`config.mk`:
```
export PLATFORM = sky130hd
export DESIGN_NAME = otrk_top
export DESIGN_NICKNAME = d
export VERILOG_FILES = /design/src/rtl/otrk_pkg.sv /design/src/rtl/otrk_table.sv /design/src/rtl/otrk_ctrl.sv /design/src/rtl/otrk_top.sv
export SDC_FILE = /design/constraint.sdc
export NUM_CORES = 2
export LEC_CHECK = 0
export BUFFER_PORTS_ARGS = -buffer_cell sky130_fd_sc_hd__buf_2
export CORE_MARGIN = 5
export CORE_UTILIZATION = 50
export DETAILED_ROUTE_END_ITERATION = 6
export GPL_TIMING_DRIVEN = 1
export PLACE_DENSITY = 0.66
export SKIP_LAST_GASP = 1
export SYNTH_ARGS = -nofsm -noshare
export SYNTH_HDL_FRONTEND = slang
export SYNTH_SLANG_ARGS = --single-unit
```
`constraint.sdc`:
```
create_clock -name clk -period 6.9 [get_ports clk]
set_clock_uncertainty 0.05 [all_clocks]
set_input_delay 0.69 -clock clk [delete_from_list [all_inputs] [get_ports clk]]
set_output_delay 0.69 -clock clk [all_outputs]
set_load 0.005 [all_outputs]
```
`src/rtl/otrk_pkg.sv`:
```
package otrk_pkg;

  // Strobes from the control to the address table
  typedef struct packed {
    logic alloc;   // store the current request in the first free entry
    logic squash;  // apply the squash bound to sqTid's entries
  } tblCmd_t;

  // Lookup results for the current request, after same-cycle removals
  typedef struct packed {
    logic hit;      // address live in the requesting thread's table
    logic ownHit;   // ... and held by the requesting sequence number
    logic hasFree;  // at least one entry free
  } lookRes_t;

endpackage

```
`src/rtl/otrk_table.sv`:
```
module otrk_table
  import otrk_pkg::*;
#(
  parameter int NT    = 2,
  parameter int DEPTH = 8,
  parameter int AW    = 32,
  parameter int SW    = 16,
  parameter int TW    = 1,
  parameter bit FETCH = 1'b0
) (
  input  logic          clk,
  input  logic          rstN,
  input  logic [TW-1:0] reqTid,
  input  logic [SW-1:0] reqSeq,
  input  logic [AW-1:0] reqAddr,
  input  logic          cmplValid,
  input  logic [TW-1:0] cmplTid,
  input  logic [AW-1:0] cmplAddr,
  input  logic [TW-1:0] sqTid,
  input  logic [SW-1:0] sqSeq,
  input  logic          sqStall,
  input  tblCmd_t       cmd,
  output lookRes_t      look,
  output logic [SW:0]   sqThr,
  output logic [NT-1:0] capErr
);

  localparam int IW        = (DEPTH > 1) ? $clog2(DEPTH) : 1;
  localparam int CAP_LIMIT = (DEPTH < 10) ? DEPTH : 10;

  logic [DEPTH-1:0] vldQ  [NT];
  logic [AW-1:0]    addrQ [NT][DEPTH];
  logic [SW-1:0]    seqQ  [NT][DEPTH];

  logic [DEPTH-1:0] cmplMask [NT];
  logic [DEPTH-1:0] sqMask   [NT];
  logic [DEPTH-1:0] live     [NT];

  logic [DEPTH-1:0] hitVec, ownVec, reqLive;
  logic [IW-1:0]    freeIdx;
  logic             freeFound;

  always_comb sqThr = {1'b0, sqSeq} + (SW+1)'(sqStall);

  // Removals that take effect this cycle (completion first-match, squash bound)
  always_comb begin
    for (int t = 0; t < NT; t++) begin
      logic found;
      found       = 1'b0;
      cmplMask[t] = '0;
      sqMask[t]   = '0;
      for (int i = 0; i < DEPTH; i++) begin
        if (cmplValid && cmplTid == TW'(t) && !found &&
            vldQ[t][i] && addrQ[t][i] == cmplAddr) begin
          cmplMask[t][i] = 1'b1;
          found          = 1'b1;
        end
        if (cmd.squash && sqTid == TW'(t) && vldQ[t][i] &&
            {1'b0, seqQ[t][i]} > sqThr)
          sqMask[t][i] = 1'b1;
      end
      live[t] = vldQ[t] & ~cmplMask[t] & ~sqMask[t];
    end
  end

  // Lookup for the requesting thread against the post-removal view
  always_comb begin
    reqLive = '0;
    hitVec  = '0;
    ownVec  = '0;
    for (int t = 0; t < NT; t++) begin
      if (reqTid == TW'(t)) begin
        reqLive = live[t];
        for (int i = 0; i < DEPTH; i++) begin
          if (live[t][i] && addrQ[t][i] == reqAddr) begin
            hitVec[i] = 1'b1;
            if (seqQ[t][i] == reqSeq) ownVec[i] = 1'b1;
          end
        end
      end
    end
    freeFound = 1'b0;
    freeIdx   = '0;
    for (int i = 0; i < DEPTH; i++) begin
      if (!freeFound && !reqLive[i]) begin
        freeIdx   = IW'(i);
        freeFound = 1'b1;
      end
    end
    look.hit     = |hitVec;
    look.ownHit  = |ownVec;
    look.hasFree = freeFound;
  end

  // Valid bits
  always_ff @(posedge clk or negedge rstN) begin
    if (!rstN) begin
      for (int t = 0; t < NT; t++) vldQ[t] <= '0;
    end else begin
      for (int t = 0; t < NT; t++) begin
        vldQ[t] <= live[t];
        if (cmd.alloc && reqTid == TW'(t)) vldQ[t][freeIdx] <= 1'b1;
      end
    end
  end

  // Payload (no reset needed, qualified by valid bits)
  always_ff @(posedge clk) begin
    for (int t = 0; t < NT; t++) begin
      if (cmd.alloc && reqTid == TW'(t)) begin
        addrQ[t][freeIdx] <= reqAddr;
        seqQ[t][freeIdx]  <= reqSeq;
      end
    end
  end

  // Error flag per thread
  generate
    for (genvar t = 0; t < NT; t++) begin : g_cap
      assign capErr[t] = ($countones(vldQ[t]) >= CAP_LIMIT);

      p_full_flags_r5: assert property (@(posedge clk) disable iff (!rstN)
        (&vldQ[t]) |-> capErr[t])
        else $error("full table without capErr flag");
    end
  endgenerate

  p_alloc_has_slot_r2: assert property (@(posedge clk) disable iff (!rstN)
    cmd.alloc |-> look.hasFree)
    else $error("allocation without a free entry");

  generate
    if (!FETCH) begin : g_uniq
      logic dupFlag;
      always_comb begin
        dupFlag = 1'b0;
        for (int t = 0; t < NT; t++)
          for (int i = 0; i < DEPTH; i++)
            for (int j = i + 1; j < DEPTH; j++)
              if (vldQ[t][i] && vldQ[t][j] && addrQ[t][i] == addrQ[t][j])
                dupFlag = 1'b1;
      end

      p_unique_addr_r3: assert property (@(posedge clk) disable iff (!rstN)
        !dupFlag)
        else $error("duplicate live address in one thread");
    end
  endgenerate

endmodule

```
`src/rtl/otrk_ctrl.sv`:
```
module otrk_ctrl
  import otrk_pkg::*;
#(
  parameter int NT    = 2,
  parameter int SW    = 16,
  parameter int TW    = 1,
  parameter bit FETCH = 1'b0
) (
  input  logic          clk,
  input  logic          rstN,
  input  logic          reqValid,
  input  logic [TW-1:0] reqTid,
  input  logic          sqValid,
  input  logic [TW-1:0] sqTid,
  input  logic [SW:0]   sqThr,
  input  logic          tfValid,
  input  logic [TW-1:0] tfTid,
  input  logic [SW-1:0] tfSeq,
  input  lookRes_t      look,
  output tblCmd_t       cmd,
  output logic          reqGrant
);

  logic [NT-1:0] blockQ;
  logic [SW-1:0] faultSeqQ [NT];
  logic          reqBlk;
  logic          addrOk;

  always_comb begin
    reqBlk = 1'b0;
    for (int t = 0; t < NT; t++)
      if (reqTid == TW'(t)) reqBlk = blockQ[t];

    if (FETCH) addrOk = look.hasFree;
    else       addrOk = look.hit ? look.ownHit : look.hasFree;

    reqGrant   = reqValid && !reqBlk && addrOk;
    cmd.alloc  = reqGrant && (FETCH || !look.hit);
    cmd.squash = sqValid;
  end

  always_ff @(posedge clk or negedge rstN) begin
    if (!rstN) begin
      blockQ <= '0;
      for (int t = 0; t < NT; t++) faultSeqQ[t] <= '0;
    end else begin
      for (int t = 0; t < NT; t++) begin
        if (tfValid && tfTid == TW'(t)) begin
          blockQ[t]    <= 1'b1;
          faultSeqQ[t] <= tfSeq;
        end else if (sqValid && sqTid == TW'(t) && blockQ[t] &&
                     {1'b0, faultSeqQ[t]} > sqThr) begin
          blockQ[t] <= 1'b0;
        end
      end
    end
  end

  p_blocked_deny_r1: assert property (@(posedge clk) disable iff (!rstN)
    (reqValid && (|(blockQ & (NT'(1) << reqTid)))) |-> !reqGrant)
    else $error("grant to a blocked thread");

  generate
    if (!FETCH) begin : g_replay
      p_replay_no_alloc_r3: assert property (@(posedge clk) disable iff (!rstN)
        look.ownHit |-> !cmd.alloc)
        else $error("replay created a second entry");
    end

    for (genvar t = 0; t < NT; t++) begin : g_unblk
      p_squash_unblock_r9: assert property (@(posedge clk) disable iff (!rstN)
        (sqValid && sqTid == TW'(t) && blockQ[t] &&
         {1'b0, faultSeqQ[t]} > sqThr && !(tfValid && tfTid == TW'(t)))
        |=> !blockQ[t])
        else $error("squash of faulting access left thread blocked");
    end
  endgenerate

endmodule

```
`src/rtl/otrk_top.sv`:
```
module otrk_top
  import otrk_pkg::*;
#(
  parameter int NUM_THREADS = 2,
  parameter int DEPTH       = 8,
  parameter int ADDR_W      = 32,
  parameter int SEQ_W       = 16,
  parameter bit FETCH_PORT  = 1'b0,
  localparam int TW         = (NUM_THREADS > 1) ? $clog2(NUM_THREADS) : 1
) (
  input  logic                   clk,
  input  logic                   rstN,
  input  logic                   reqValid,
  input  logic [TW-1:0]          reqTid,
  input  logic [SEQ_W-1:0]       reqSeq,
  input  logic [ADDR_W-1:0]      reqAddr,
  output logic                   reqGrant,
  input  logic                   cmplValid,
  input  logic [TW-1:0]          cmplTid,
  input  logic [ADDR_W-1:0]      cmplAddr,
  input  logic                   sqValid,
  input  logic [TW-1:0]          sqTid,
  input  logic [SEQ_W-1:0]       sqSeq,
  input  logic                   sqStall,
  input  logic                   tfValid,
  input  logic [TW-1:0]          tfTid,
  input  logic [SEQ_W-1:0]       tfSeq,
  output logic [NUM_THREADS-1:0] capErr
);

  tblCmd_t       cmd;
  lookRes_t      look;
  logic [SEQ_W:0] sqThr;

  otrk_ctrl #(
    .NT(NUM_THREADS), .SW(SEQ_W), .TW(TW), .FETCH(FETCH_PORT)
  ) u_ctrl (
    .clk(clk), .rstN(rstN),
    .reqValid(reqValid), .reqTid(reqTid),
    .sqValid(sqValid), .sqTid(sqTid), .sqThr(sqThr),
    .tfValid(tfValid), .tfTid(tfTid), .tfSeq(tfSeq),
    .look(look), .cmd(cmd), .reqGrant(reqGrant)
  );

  otrk_table #(
    .NT(NUM_THREADS), .DEPTH(DEPTH), .AW(ADDR_W), .SW(SEQ_W), .TW(TW),
    .FETCH(FETCH_PORT)
  ) u_table (
    .clk(clk), .rstN(rstN),
    .reqTid(reqTid), .reqSeq(reqSeq), .reqAddr(reqAddr),
    .cmplValid(cmplValid), .cmplTid(cmplTid), .cmplAddr(cmplAddr),
    .sqTid(sqTid), .sqSeq(sqSeq), .sqStall(sqStall),
    .cmd(cmd), .look(look), .sqThr(sqThr), .capErr(capErr)
  );

endmodule

```
==> impl_metrics.env <==
export IMPL_status="finished clean"
export IMPL_syn_cell_area_mm2=0.0480
export IMPL_cp_end_kind="primary output"
export IMPL_nets=4504
export IMPL_drtIter0Drc=3843
export IMPL_worst_slew_pin_slew_ps=1210
export IMPL_ys_warn_count=0
export IMPL_postCtsSetupBuffers=0
export IMPL_rsz0062_at_grt="no"
export IMPL_coreArea_mm2=0.0952
export IMPL_synth_cells=3843
export IMPL_p_leak_nw=19.1
export IMPL_whs_ps=114
export IMPL_max_cap_violations=0
export IMPL_grt_ovfl_total=0
export IMPL_synth_area_top_cells="edfxtp_1 (48%), xnor2_1 (12%), xor2_1 (12%), ha_1 (7.9%), nand4_1 (3.2%)"
export IMPL_clk_pin_slew_ps=60
export IMPL_die_area_mm2=0.102
export IMPL_max_slew_margin_pct=18.8
export IMPL_design_power_total_mw=12.0
export IMPL_grt_max_degree=51
export IMPL_synth_compound_area_share_pct=4.23
export IMPL_ios=126
export IMPL_synth_edf_count=768
export IMPL_path_max_fanout=9
export IMPL_wl_per_cell_um=31.2
export IMPL_cts_buffer_depth=3
export IMPL_synth_xor_xnor_area_share_pct=23.7
export IMPL_rows=113
export IMPL_ir_drop_uv=212
export IMPL_min_period_ps=6430
export IMPL_criticalPathCategory="in -> out"
export IMPL_cts_buffers=90
export IMPL_worst_ep_arrival_time_ps=5690
export IMPL_cts_sinks=818
export IMPL_drc=0
export IMPL_slew_violations=0
export IMPL_final_hold_viol_count=0
export IMPL_grtUsageTotal_pct=32.0
export IMPL_fp_dieW_um=320
export IMPL_power_density_mw_per_mm2=222
export IMPL_yosysSeqAreaShare_pct=50.6
export IMPL_hp_class="in -> async"
export IMPL_ctsRootBufferMaster="clkbuf_16"
export IMPL_yosys_area_top_type="edfxtp_1"
export IMPL_setup_viol=0
export IMPL_start_util_pct=50.5
export IMPL_ys_async_sr_fraction_pct=6.11
export IMPL_synth_area_per_cell_um2=12.5
export IMPL_antenna_found_initial=2
export IMPL_vias=33982
export IMPL_synth_top_family_by_area="XOR/XNOR gates"
export IMPL_io_buffers=125
export IMPL_ctsHoldBuffers=0
export IMPL_ant_nets=0
export IMPL_timing_final_crit_share_pct=93.1
export IMPL_synthSimpleGateAreaFrac_pct=10.4
export IMPL_cp_data_required_time_ps=6160
export IMPL_routed_via_density=6.28
export IMPL_setup_tns_final_ps=0
export IMPL_synth_fa_ha_area_share_pct=8.20
export IMPL_ys_flop_type="edfxtp_1"
export IMPL_synth_mux_area_share_pct=0.800
export IMPL_syn_nets=4276
export IMPL_ys_types=85
export IMPL_grt_pass1_wl_mm=238
export IMPL_ys_ff_latch=818
export IMPL_cts_resized=0
export IMPL_wl_mm=169
export IMPL_worst_skew_pair_late_latency_ps=690
export IMPL_worstSetupStartpointType="input pin"
export IMPL_layout_drive_gt1_share_pct=12.5
export IMPL_h_tree_depth=3
export IMPL_max_freq_mhz=156
export IMPL_synth_top_cell_area_share_pct=48.0
export IMPL_syn2layout_area_growth_pct=13.1
export IMPL_drt_first_pass_iters=6
export IMPL_gp_congestion=0.994
export IMPL_die_h_um=320
export IMPL_dp_hpwl_mm=115
export IMPL_grt_pass1_vias=33543
export IMPL_cts_tree="yes"
[layout by cell type, fill, tap and decap left out, types with 31 or more instances in the layout]
cell | netlist | layout
ha_1 | 302 | 302
nand2_1 | 82 | 82
dfrtp_1 | 50 | 50
nand4_1 | 243 | 243
nand3_1 | 82 | 82
a21o_1 | 48 | 48
nor2_1 | 93 | 79
xnor2_1 | 661 | 656
mux2_2 | 31 | 31
xor2_1 | 636 | 627
clkbuf_16 | 0 | 91
o21ai_0 | 44 | 44
a21oi_1 | 69 | 69
buf_2 | 48 | 125
nor4_1 | 208 | 208
inv_1 | 53 | 53
edfxtp_1 | 768 | 768
buf_4 | 13 | 164
nor3_1 | 32 | 32
[area by class of cell]
type	instances	area, um^2
Antenna cell	2	5.00
Clock buffer	110	2390
Clock inverter	51	592
Fill cell	7782	40800
Inverter	53	199
Multi-Input combinational cell	2802	23000
Sequential cell	818	24300
Tap cell	1265	1580
Timing Repair Buffer	306	2200
[metal layers]
| metal | GRT usage (%) | share of wire, % | vias to the layer above |
|---|---|---|---|
| li1 | - | - | 14614 |
| met1 | 42.3 | 39 | 16946 |
| met2 | 50.5 | 45 | 1945 |
| met3 | 5.80 | 9.3 | 477 |
| met4 | 17.2 | 6.6 | 0 |
| met5 | 0 | 0 | - |
[flip-flops by register name (all words and copies together), names as in the netlist]
signal            count
u_ctrl.blockQ         2
u_ctrl.faultSeqQ     32
u_table.addrQ       512
u_table.seqQ        256
u_table.vldQ         16
[report_power, final]
part	switching (mW)	total, mW	internal (mW)
combinational	0.993	1.51	0.517
sequential	0.0564	5.55	5.49
clock	2.10	4.98	2.88
[worst max-delay path, cell delays in order]
cell,delay [ps]
buf_2,160
and4_1,310
nand3_1,120
nor2_1,190
nand3_1,150
xor2_2,740
buf_4,330
ha_1,280
nand4_1,170
nor2_1,70
a2111oi_0,460
o311a_1,260
o21ai_0,210
nor3_1,270
a21oi_1,100
or3_4,430
nor4b_1,350
o31ai_1,110
buf_4,160
buf_2,120
[synthesized netlist by cell type (31+ instances only)]
library cell    n
mux2_2         31
nand2_1        82
edfxtp_1      768
xnor2_1       661
nand4_1       243
clkbuf_1       85
buf_2          48
ha_1          302
nor4_1        208
a21oi_1        69
xor2_1        636
nor3_1         32
nand3_1        82
o21ai_0        44
dfrtp_1        50
inv_1          53
a21o_1         48
nor2_1         93
[cells by family (layout without fill, tap and decap cells)]
logic type,count (synthesis),in the layout
buf+inv,223,520
mux,34,34
flops,818,818
fa+ha+maj,310,310
compound gates,298,298
other cells,0,2
simple gates,863,863
xor+xnor,1297,1297
[final timing paths]
path                                     start                     to  slack (ps)  depth (start not counted)
hold / removal                            rstN   u_ctrl.faultSeqQ[28]         110                          2
min in group clk                     tfSeq[15]   u_ctrl.faultSeqQ[31]         200                          2
max in group asynchronous                 rstN       u_table.vldQ[11]        6200                          2
hold reg to reg            u_ctrl.faultSeqQ[6]    u_ctrl.faultSeqQ[6]         470                          1
setup / recovery                      sqSeq[3]               reqGrant         470                         20
setup reg to reg           u_table.seqQ[0][34]  u_table.addrQ[0][430]        2350                         14
[per-stage QoR]
| step | utilization (%) | cell area [um^2] | instances | setup slack, ps |
|---|---|---|---|---|
| after global placement | 53.9 | 51300 | 5244 | 469 |
| after floorplan | - | 48100 | 3843 | -949 |
| after detailed placement | 53.9 | 51300 | 5244 | 378 |
| after CTS | 57.1 | 54300 | 5405 | 361 |
| final | 57.1 | 54300 | 5407 | 473 |
| after global routing | 57.1 | 54300 | 5405 | 32.0 |
No activity file was read; power rests on OpenSTA's default activity.
